## config.mk

```make
export PLATFORM = sky130hd
export DESIGN_NAME = gpio_irq_top
export DESIGN_NICKNAME = d
export VERILOG_FILES = /design/src/rtl/gpio_irq_pkg.sv /design/src/rtl/gpio_irq_cfg.sv /design/src/rtl/gpio_irq_detect.sv /design/src/rtl/gpio_irq_top.sv
export SDC_FILE = /design/constraint.sdc
export NUM_CORES = 1
export LEC_CHECK = 0
export BUFFER_PORTS_ARGS = -buffer_cell sky130_fd_sc_hd__buf_4
export CORE_ASPECT_RATIO = 1.25
export CORE_MARGIN = 5
export CORE_UTILIZATION = 35
export DETAILED_ROUTE_END_ITERATION = 16
export PLACE_DENSITY_LB_ADDON = 0.05
export SLEW_MARGIN = 20
export SYNTH_ARGS = -nofsm -noshare
export SYNTH_HDL_FRONTEND = slang
export SYNTH_SLANG_ARGS = --single-unit
```

## constraint.sdc

```tcl
create_clock -name clk -period 1.16 [get_ports clk]
set_clock_uncertainty 0.05 [all_clocks]
set_input_delay 0.058 -clock clk [delete_from_list [all_inputs] [get_ports clk]]
set_output_delay 0.058 -clock clk [all_outputs]
set_load 0.005 [all_outputs]
```

## src/rtl/gpio_irq_pkg.sv

```systemverilog
package gpio_irq_pkg;
    localparam int ADDR_W = 12;

    localparam logic [ADDR_W-1:0] OFS_SENSE = 12'h404;
    localparam logic [ADDR_W-1:0] OFS_BOTH  = 12'h408;
    localparam logic [ADDR_W-1:0] OFS_EVT   = 12'h40C;
    localparam logic [ADDR_W-1:0] OFS_MASK  = 12'h410;
    localparam logic [ADDR_W-1:0] OFS_RAW   = 12'h414;
    localparam logic [ADDR_W-1:0] OFS_MSKD  = 12'h418;
    localparam logic [ADDR_W-1:0] OFS_CLEAR = 12'h41C;

    typedef enum logic [2:0] {
        SEL_NONE,
        SEL_SENSE,
        SEL_BOTH,
        SEL_EVT,
        SEL_MASK,
        SEL_RAW,
        SEL_MSKD,
        SEL_CLEAR
    } reg_sel_e;
endpackage

```

## src/rtl/gpio_irq_cfg.sv

```systemverilog
module gpio_irq_cfg
    import gpio_irq_pkg::*;
#(
    parameter int PINS = 8
) (
    input  logic            clk,
    input  logic            rst_n,
    input  logic            wr,
    input  reg_sel_e        sel,
    input  logic [PINS-1:0] wdata,
    output logic [PINS-1:0] sense_q,
    output logic [PINS-1:0] both_q,
    output logic [PINS-1:0] evt_q,
    output logic [PINS-1:0] mask_q,
    output logic [PINS-1:0] clr_vec
);
    always_ff @(posedge clk) begin
        if (!rst_n) begin
            sense_q <= '0;
            both_q  <= '0;
            evt_q   <= '0;
            mask_q  <= '0;
        end else if (wr) begin
            unique case (sel)
                SEL_SENSE: sense_q <= wdata;
                SEL_BOTH:  both_q  <= wdata;
                SEL_EVT:   evt_q   <= wdata;
                SEL_MASK:  mask_q  <= wdata;
                default: ;
            endcase
        end
    end

    always_comb begin
        clr_vec = '0;
        if (wr && sel == SEL_CLEAR) clr_vec = wdata;
    end
endmodule

```

## src/rtl/gpio_irq_detect.sv

```systemverilog
module gpio_irq_detect #(
    parameter int PINS = 8
) (
    input  logic [PINS-1:0] sense,
    input  logic [PINS-1:0] both,
    input  logic [PINS-1:0] evt,
    input  logic [PINS-1:0] data,
    input  logic [PINS-1:0] dir,
    input  logic [PINS-1:0] chg,
    output logic [PINS-1:0] set_vec
);
    for (genvar i = 0; i < PINS; i++) begin : g_pin
        logic match;
        logic edge_hit;
        logic lvl_hit;
        assign match    = (data[i] == evt[i]);
        assign edge_hit = !sense[i] && chg[i] && (both[i] || match);
        assign lvl_hit  = sense[i] && match;
        assign set_vec[i] = !dir[i] && (edge_hit || lvl_hit);
    end
endmodule

```

## src/rtl/gpio_irq_top.sv

```systemverilog
module gpio_irq_top
    import gpio_irq_pkg::*;
#(
    parameter int PINS = 8
) (
    input  logic              clk,
    input  logic              rst_n,
    input  logic              bus_wr,
    input  logic [ADDR_W-1:0] bus_addr,
    input  logic [PINS-1:0]   bus_wdata,
    output logic [PINS-1:0]   bus_rdata,
    input  logic [PINS-1:0]   pin_data,
    input  logic [PINS-1:0]   pin_dir,
    input  logic [PINS-1:0]   pin_chg,
    output logic              irq
);
    reg_sel_e        sel;
    logic [PINS-1:0] sense_q, both_q, evt_q, mask_q;
    logic [PINS-1:0] clr_vec, set_vec, raw_q, mskd;

    always_comb begin
        unique case (bus_addr)
            OFS_SENSE: sel = SEL_SENSE;
            OFS_BOTH:  sel = SEL_BOTH;
            OFS_EVT:   sel = SEL_EVT;
            OFS_MASK:  sel = SEL_MASK;
            OFS_RAW:   sel = SEL_RAW;
            OFS_MSKD:  sel = SEL_MSKD;
            OFS_CLEAR: sel = SEL_CLEAR;
            default:   sel = SEL_NONE;
        endcase
    end

    gpio_irq_cfg #(.PINS(PINS)) u_cfg (
        .clk     (clk),
        .rst_n   (rst_n),
        .wr      (bus_wr),
        .sel     (sel),
        .wdata   (bus_wdata),
        .sense_q (sense_q),
        .both_q  (both_q),
        .evt_q   (evt_q),
        .mask_q  (mask_q),
        .clr_vec (clr_vec)
    );

    gpio_irq_detect #(.PINS(PINS)) u_det (
        .sense   (sense_q),
        .both    (both_q),
        .evt     (evt_q),
        .data    (pin_data),
        .dir     (pin_dir),
        .chg     (pin_chg),
        .set_vec (set_vec)
    );

    // pending minus cleared, then new events on top: set beats clear
    always_ff @(posedge clk) begin
        if (!rst_n) raw_q <= '0;
        else        raw_q <= (raw_q & ~clr_vec) | set_vec;
    end

    assign mskd = raw_q & mask_q;
    assign irq  = |mskd;

    always_comb begin
        unique case (sel)
            SEL_SENSE: bus_rdata = sense_q;
            SEL_BOTH:  bus_rdata = both_q;
            SEL_EVT:   bus_rdata = evt_q;
            SEL_MASK:  bus_rdata = mask_q;
            SEL_RAW:   bus_rdata = raw_q;
            SEL_MSKD:  bus_rdata = mskd;
            default:   bus_rdata = '0;
        endcase
    end
endmodule

```

Yosys cells after proc, flatten, opt, wreduce, memory -nomap -nowiden
Index checks and enable logic that the tools add are counted.
Operators by class
  equal/unequal tests: 22
  reduce and logical (&&, ||, !) cells: 70
  bitwise gates (word level): 4
  multiplexer cells: 3
Operator list (count)
  equality test 12 x 11 -> 1 bit (second input constant): 7
  one-hot mux 8 bit (6 select lines): 1
  logical AND 1 bit: 33
  one-hot mux 3 bit (7 select lines): 1
  AND 8 bit: 2
  logical NOT 1 bit: 16
  logical OR 1 bit: 16
  equality test 3 bit (second input constant): 4
  equality test 1 bit: 8
  2-to-1 mux 8 bit: 1
  inverter 8 bit: 1
  OR 8 bit: 1
  AND reduction 2 bit: 4
  OR reduction 8 bit: 1
  equality test 3 x 2 -> 1 bit (second input constant): 2
  equality test 3 x 1 -> 1 bit (second input constant): 1
Storage, ports and cells
  logic and storage cells: 104
  output and inout bits: 9
  register bits: 40

Logic depth before layout (Yosys ltp)
  word-level depth: 8
  mapped depth: 6
  mapped depth without buffers: 4

By module
A second synthesis with hierarchy kept.
Unflattened totals
  cell total of the unflattened synthesis: 258
  area total of the unflattened synthesis: 2348.5 um^2
By module, submodules not included
  gpio_irq_cfg: times used 1, area an instance 1265.0 um^2, cells each 125, sequential area each 640.6 um^2
  gpio_irq_top: times used 1, area an instance 833.3 um^2, cells each 101, sequential area each 160.2 um^2
  gpio_irq_detect: times used 1, area an instance 250.2 um^2, cells each 32, sequential area each 0.0 um^2

Worst setup path before layout
OpenSTA, ideal clock, no wires.
  path type: in2out
  from: input bus_addr[4]
  to: output bus_rdata[0]
  stages on the path: 5
  slack: -135 ps
  arrival: 1187 ps
  required time: 1052 ps
  buffers on the path: 2
  cells stage by stage: buf_2 clkbuf_1 mux2i_1 nor2_1 a221o_1
On the way
  longest elaborated chain between the ends: 4
  elaborated cells on any way between the ends: 15
  classes of those cells: 13 x eq/ne; 2 x mux
RTL lines
  from (decl): RTL line gpio_irq_top.sv:9  | input logic [ADDR_W-1:0] bus_addr,
  equality test 12 x 11 -> 1 bit: RTL line gpio_irq_top.sv:22  | unique case (bus_addr)
  one-hot mux 3 bit (7 select lines) *: RTL line gpio_irq_top.sv:22
  equality test 3 bit (tied with other cells): RTL line gpio_irq_top.sv:67  | unique case (sel)
  one-hot mux 8 bit (6 select lines) *: RTL line gpio_irq_top.sv:67
  to (decl): RTL line gpio_irq_top.sv:11  | output logic [PINS-1:0] bus_rdata,
Mark *: on every way between the ends. The rest lies on a longest branch, timed or not.

Worst setup path in the final report
  from: register raw_q[5]
  to: output bus_rdata[5]
On the way
  longest elaborated chain between the ends: 2
RTL lines
  from (decl): RTL line gpio_irq_top.sv:19  | logic [PINS-1:0] clr_vec, set_vec, raw_q, mskd;
  from (signal assigned): RTL line gpio_irq_top.sv:60  | else raw_q <= (raw_q & ~clr_vec) | set_vec;
  AND 8 bit: RTL line gpio_irq_top.sv:63  | assign mskd = raw_q & mask_q;
  one-hot mux 8 bit (6 select lines) *: RTL line gpio_irq_top.sv:67
Marks and branches as above.

==> results.cfg <==
[synth]
ys_warn_count = 0
ys_ff_latch = 40
ys_types = 32
synthDominantCellAreaShare_pct = 36.57
syn_nets = 291
yosysTopAreaCell = dfxtp_1
async_flop_share_pct = 0
synth-edff-count = 0
postSynthCellCount = 244
yosys-top-cells-count = dfxtp_1 (40), nand2_1 (33), mux2i_1 (32), nor2_1 (16)
synth_area_per_cell_um2 = 8.974
yosysMostFrequentCell = dfxtp_1
synthTopCellsByArea = dfxtp_1 (37%), mux2i_1 (15%), nand2_1 (5.7%)
ys_dominant_reg_cell = dfxtp_1
syn_area_um2 = 2190
ys_seq_area_share_pct = 36.57

[grt]
grt_pass1_vias = 2087
grt_start_max_net_pins = 26
antenna_found_initial = 0
overflow = 0
grt_pass1_wl_um = 10500
grt_use_total_pct = 17.01

[timing]
final.hold.worst_slack_ps = 36.12
finalHoldViolations = 0
fmax_mhz = 657.1
slew_headroom_pct = 78.67
setup_viol = 10
period_share_pct = 131.2
setup_tns_ps = -2868
rsz0062_at_grt = yes
period_needed_ps = 1522
worst_pin_slew_ps = 319.2
worst_slack_ps = -362.0
drv_slew = 0

[layout]
diodes = 0
design_area_um2 = 3236
final_core_util_pct = 52.82
syn2layout_area_growth_pct = 47.77
fin_nets = 387
layout-drive-gt1-share_pct = 41.94

[hold_path]
holdPathEnd = raw_q[7]$_SDFF_PN0_
hold_class = primary input to register
hold_depth = 3
hp-start = pin_dir[7]

[detailed_routing]
num_vias = 2150
wl_per_cell_um = 15.51
drt_iter0_markers = 60
firstDrtPassIters = 4
ant_nets = 0
drc_errors = 0
vias_per_cell = 5.047
routed_wl_um = 6607

[setup_path]
critPathKind = register to primary output
slowest_delay_ps = 320
slowest_stage = dfxtp_2
worstSetupEndpointType = primary output
r2r-end = raw_q[1]$_SDFF_PN0_
rrSetupSlack_ps = 140
worstReg2RegStart = u_cfg.evt_q[1]$_SDFFE_PN0P_
crit_arrival_ps = 1410
critPathLaunchType = register
reg2reg_depth = 4
crit_fanout = 2
cp.required_ps = 1050
path_cells = nand2b_4 -> a32o_1 -> a221o_1 -> buf_4

[power_and_ir_drop]
p_leak_uw = 0.001404
power_frac_comb_pct = 15.5
powerDensity_nw_per_um2 = 861.9
power.share.sequential_pct = 50.1
p_int_uw = 2112
p_switching_uw = 676.3
max-vdd-ir-drop_mv = 0.5374
clkPwrFrac_pct = 34.5
p_sw_share_pct = 24.25

[placement]
place_ws_ps = -257.3
placed_cell_area_um2 = 2989
hpwl_um = 5108
io_buffers = 55
place_congestion = 0.7924

[die]
start_util_pct = 35.74
ios = 56
dieArea_um2 = 7948
rows = 32
die_x_um = 80.75
core_um2 = 6126
die_h_um = 98.43

[clock_network]
clock_sinks = 40
cts_max_path_buffers = 2
root_buffer = clkbuf_8
cts_tree = yes
cts_inserted_buffers = 5
clock_latency_ps = 290
path_clk_slew_ps = 80
cts-htree-levels = 2

[outcome]
status = finished, violations left
failed_checks = setup timing

[flow_run]
maxCapViolCount = 0
registers in the layout (all words and copies together) (netlist names):
name and count:
u_cfg.mask_q 8, u_cfg.evt_q 8, raw_q 8, u_cfg.both_q 8, u_cfg.sense_q 8
repair_timing:
item	in CTS	in global routing
gates resized for setup	13	24
endpoints found under the setup margin	9	20
endpoints found under the hold margin	0	0
setup buffers	0	2
pin swaps	16	5
hold buffers	0	0
power by group through the flow:
stage / clock (uW) / sequential (uW) / combinational (uW)
global placement: 0 / 1430 / 399
global route: 1070 / 1400 / 466
detailed placement: 0 / 1420 / 401
CTS: 995 / 1400 / 414
floorplan: 0 / 1430 / 150
finish: 961 / 1400 / 431
per-stage QoR:
step | power, uW | std cells
6_report | 2789 | 426
5_1_grt | 2931 | 426
4_1_cts | 2804 | 424
3_5_place_dp | 1825 | 416
3_3_place_gp | 1824 | 416
2_1_floorplan | 1577 | 244
cell families after synthesis:
family          share of synthesized area (%)
flops                                   36.57
simple gates                            23.77
buf+inv                                 4.000
compound gates                          17.83
xor+xnor                                3.200
mux                                     14.63
critical path: cells and delay by family (launching register included):
kind / cells / cell delay (ps)
DFF: 1 / 320
buffers and inverters: 1 / 140
and+or+nand+nor: 1 / 120
AOI/OAI and AO/OA: 2 / 540
worst max-delay path by stage:
| stage | from | end | depth (start not counted) |
|---|---|---|---|
| finish | raw_q[5]$_SDFF_PN0_ | bus_rdata[5] | 4 |
| global route | raw_q[5]$_SDFF_PN0_ | bus_rdata[5] | 4 |
| detailed placement | bus_addr[5] | u_cfg.both_q[2]$_SDFFE_PN0P_ | 6 |
| global placement | bus_addr[5] | u_cfg.both_q[2]$_SDFFE_PN0P_ | 6 |
| floorplan | bus_addr[9] | u_cfg.sense_q[0]$_SDFFE_PN0P_ | 4 |
| CTS | raw_q[0]$_SDFF_PN0_ | bus_rdata[0] | 4 |
layer usage:
metal / share of wire [%] / global-route usage, % / wire length (um) / vias up
li1: - / - / - / 1082
met3: 5.8 / 3.656 / 380 / 7
met4: 1.3 / 4.941 / 86 / 0
met2: 49 / 27.74 / 3262 / 53
met5: 0 / 0 / 0 / -
met1: 44 / 22.45 / 2877 / 1008
cell usage in the layout (no fill, tap or decap), types with 2 or more instances in the layout:
master and count:
a21boi_1 7, and4_1 2, nand3_2 5, a32o_1 8, xnor2_1 8, nand3_1 4
o21ai_0 4, mux2i_1 32, clkinv_2 2, nand2_1 33, buf_6 8, buf_4 94
inv_1 8, a21oi_1 8, nor3_1 8, clkbuf_8 6, o21a_1 8, dfxtp_1 32
nand2b_4 7, nand4_1 2, o21ai_1 3, nor4b_4 2, a22oi_2 4, nor2_1 16
nor2b_1 2, a221o_1 8, dfxtp_2 8
final cells by class:
type | count | area [um2]
clock inverters | 2 | 10.01
multi-input cells | 183 | 1400
well taps | 85 | 106.4
fillers | 628 | 2890
inverters | 8 | 30.03
clock buffers | 6 | 82.58
flip-flops and latches | 40 | 810.8
repair buffers | 102 | 795.8
Power figures use the tool's default switching activity.
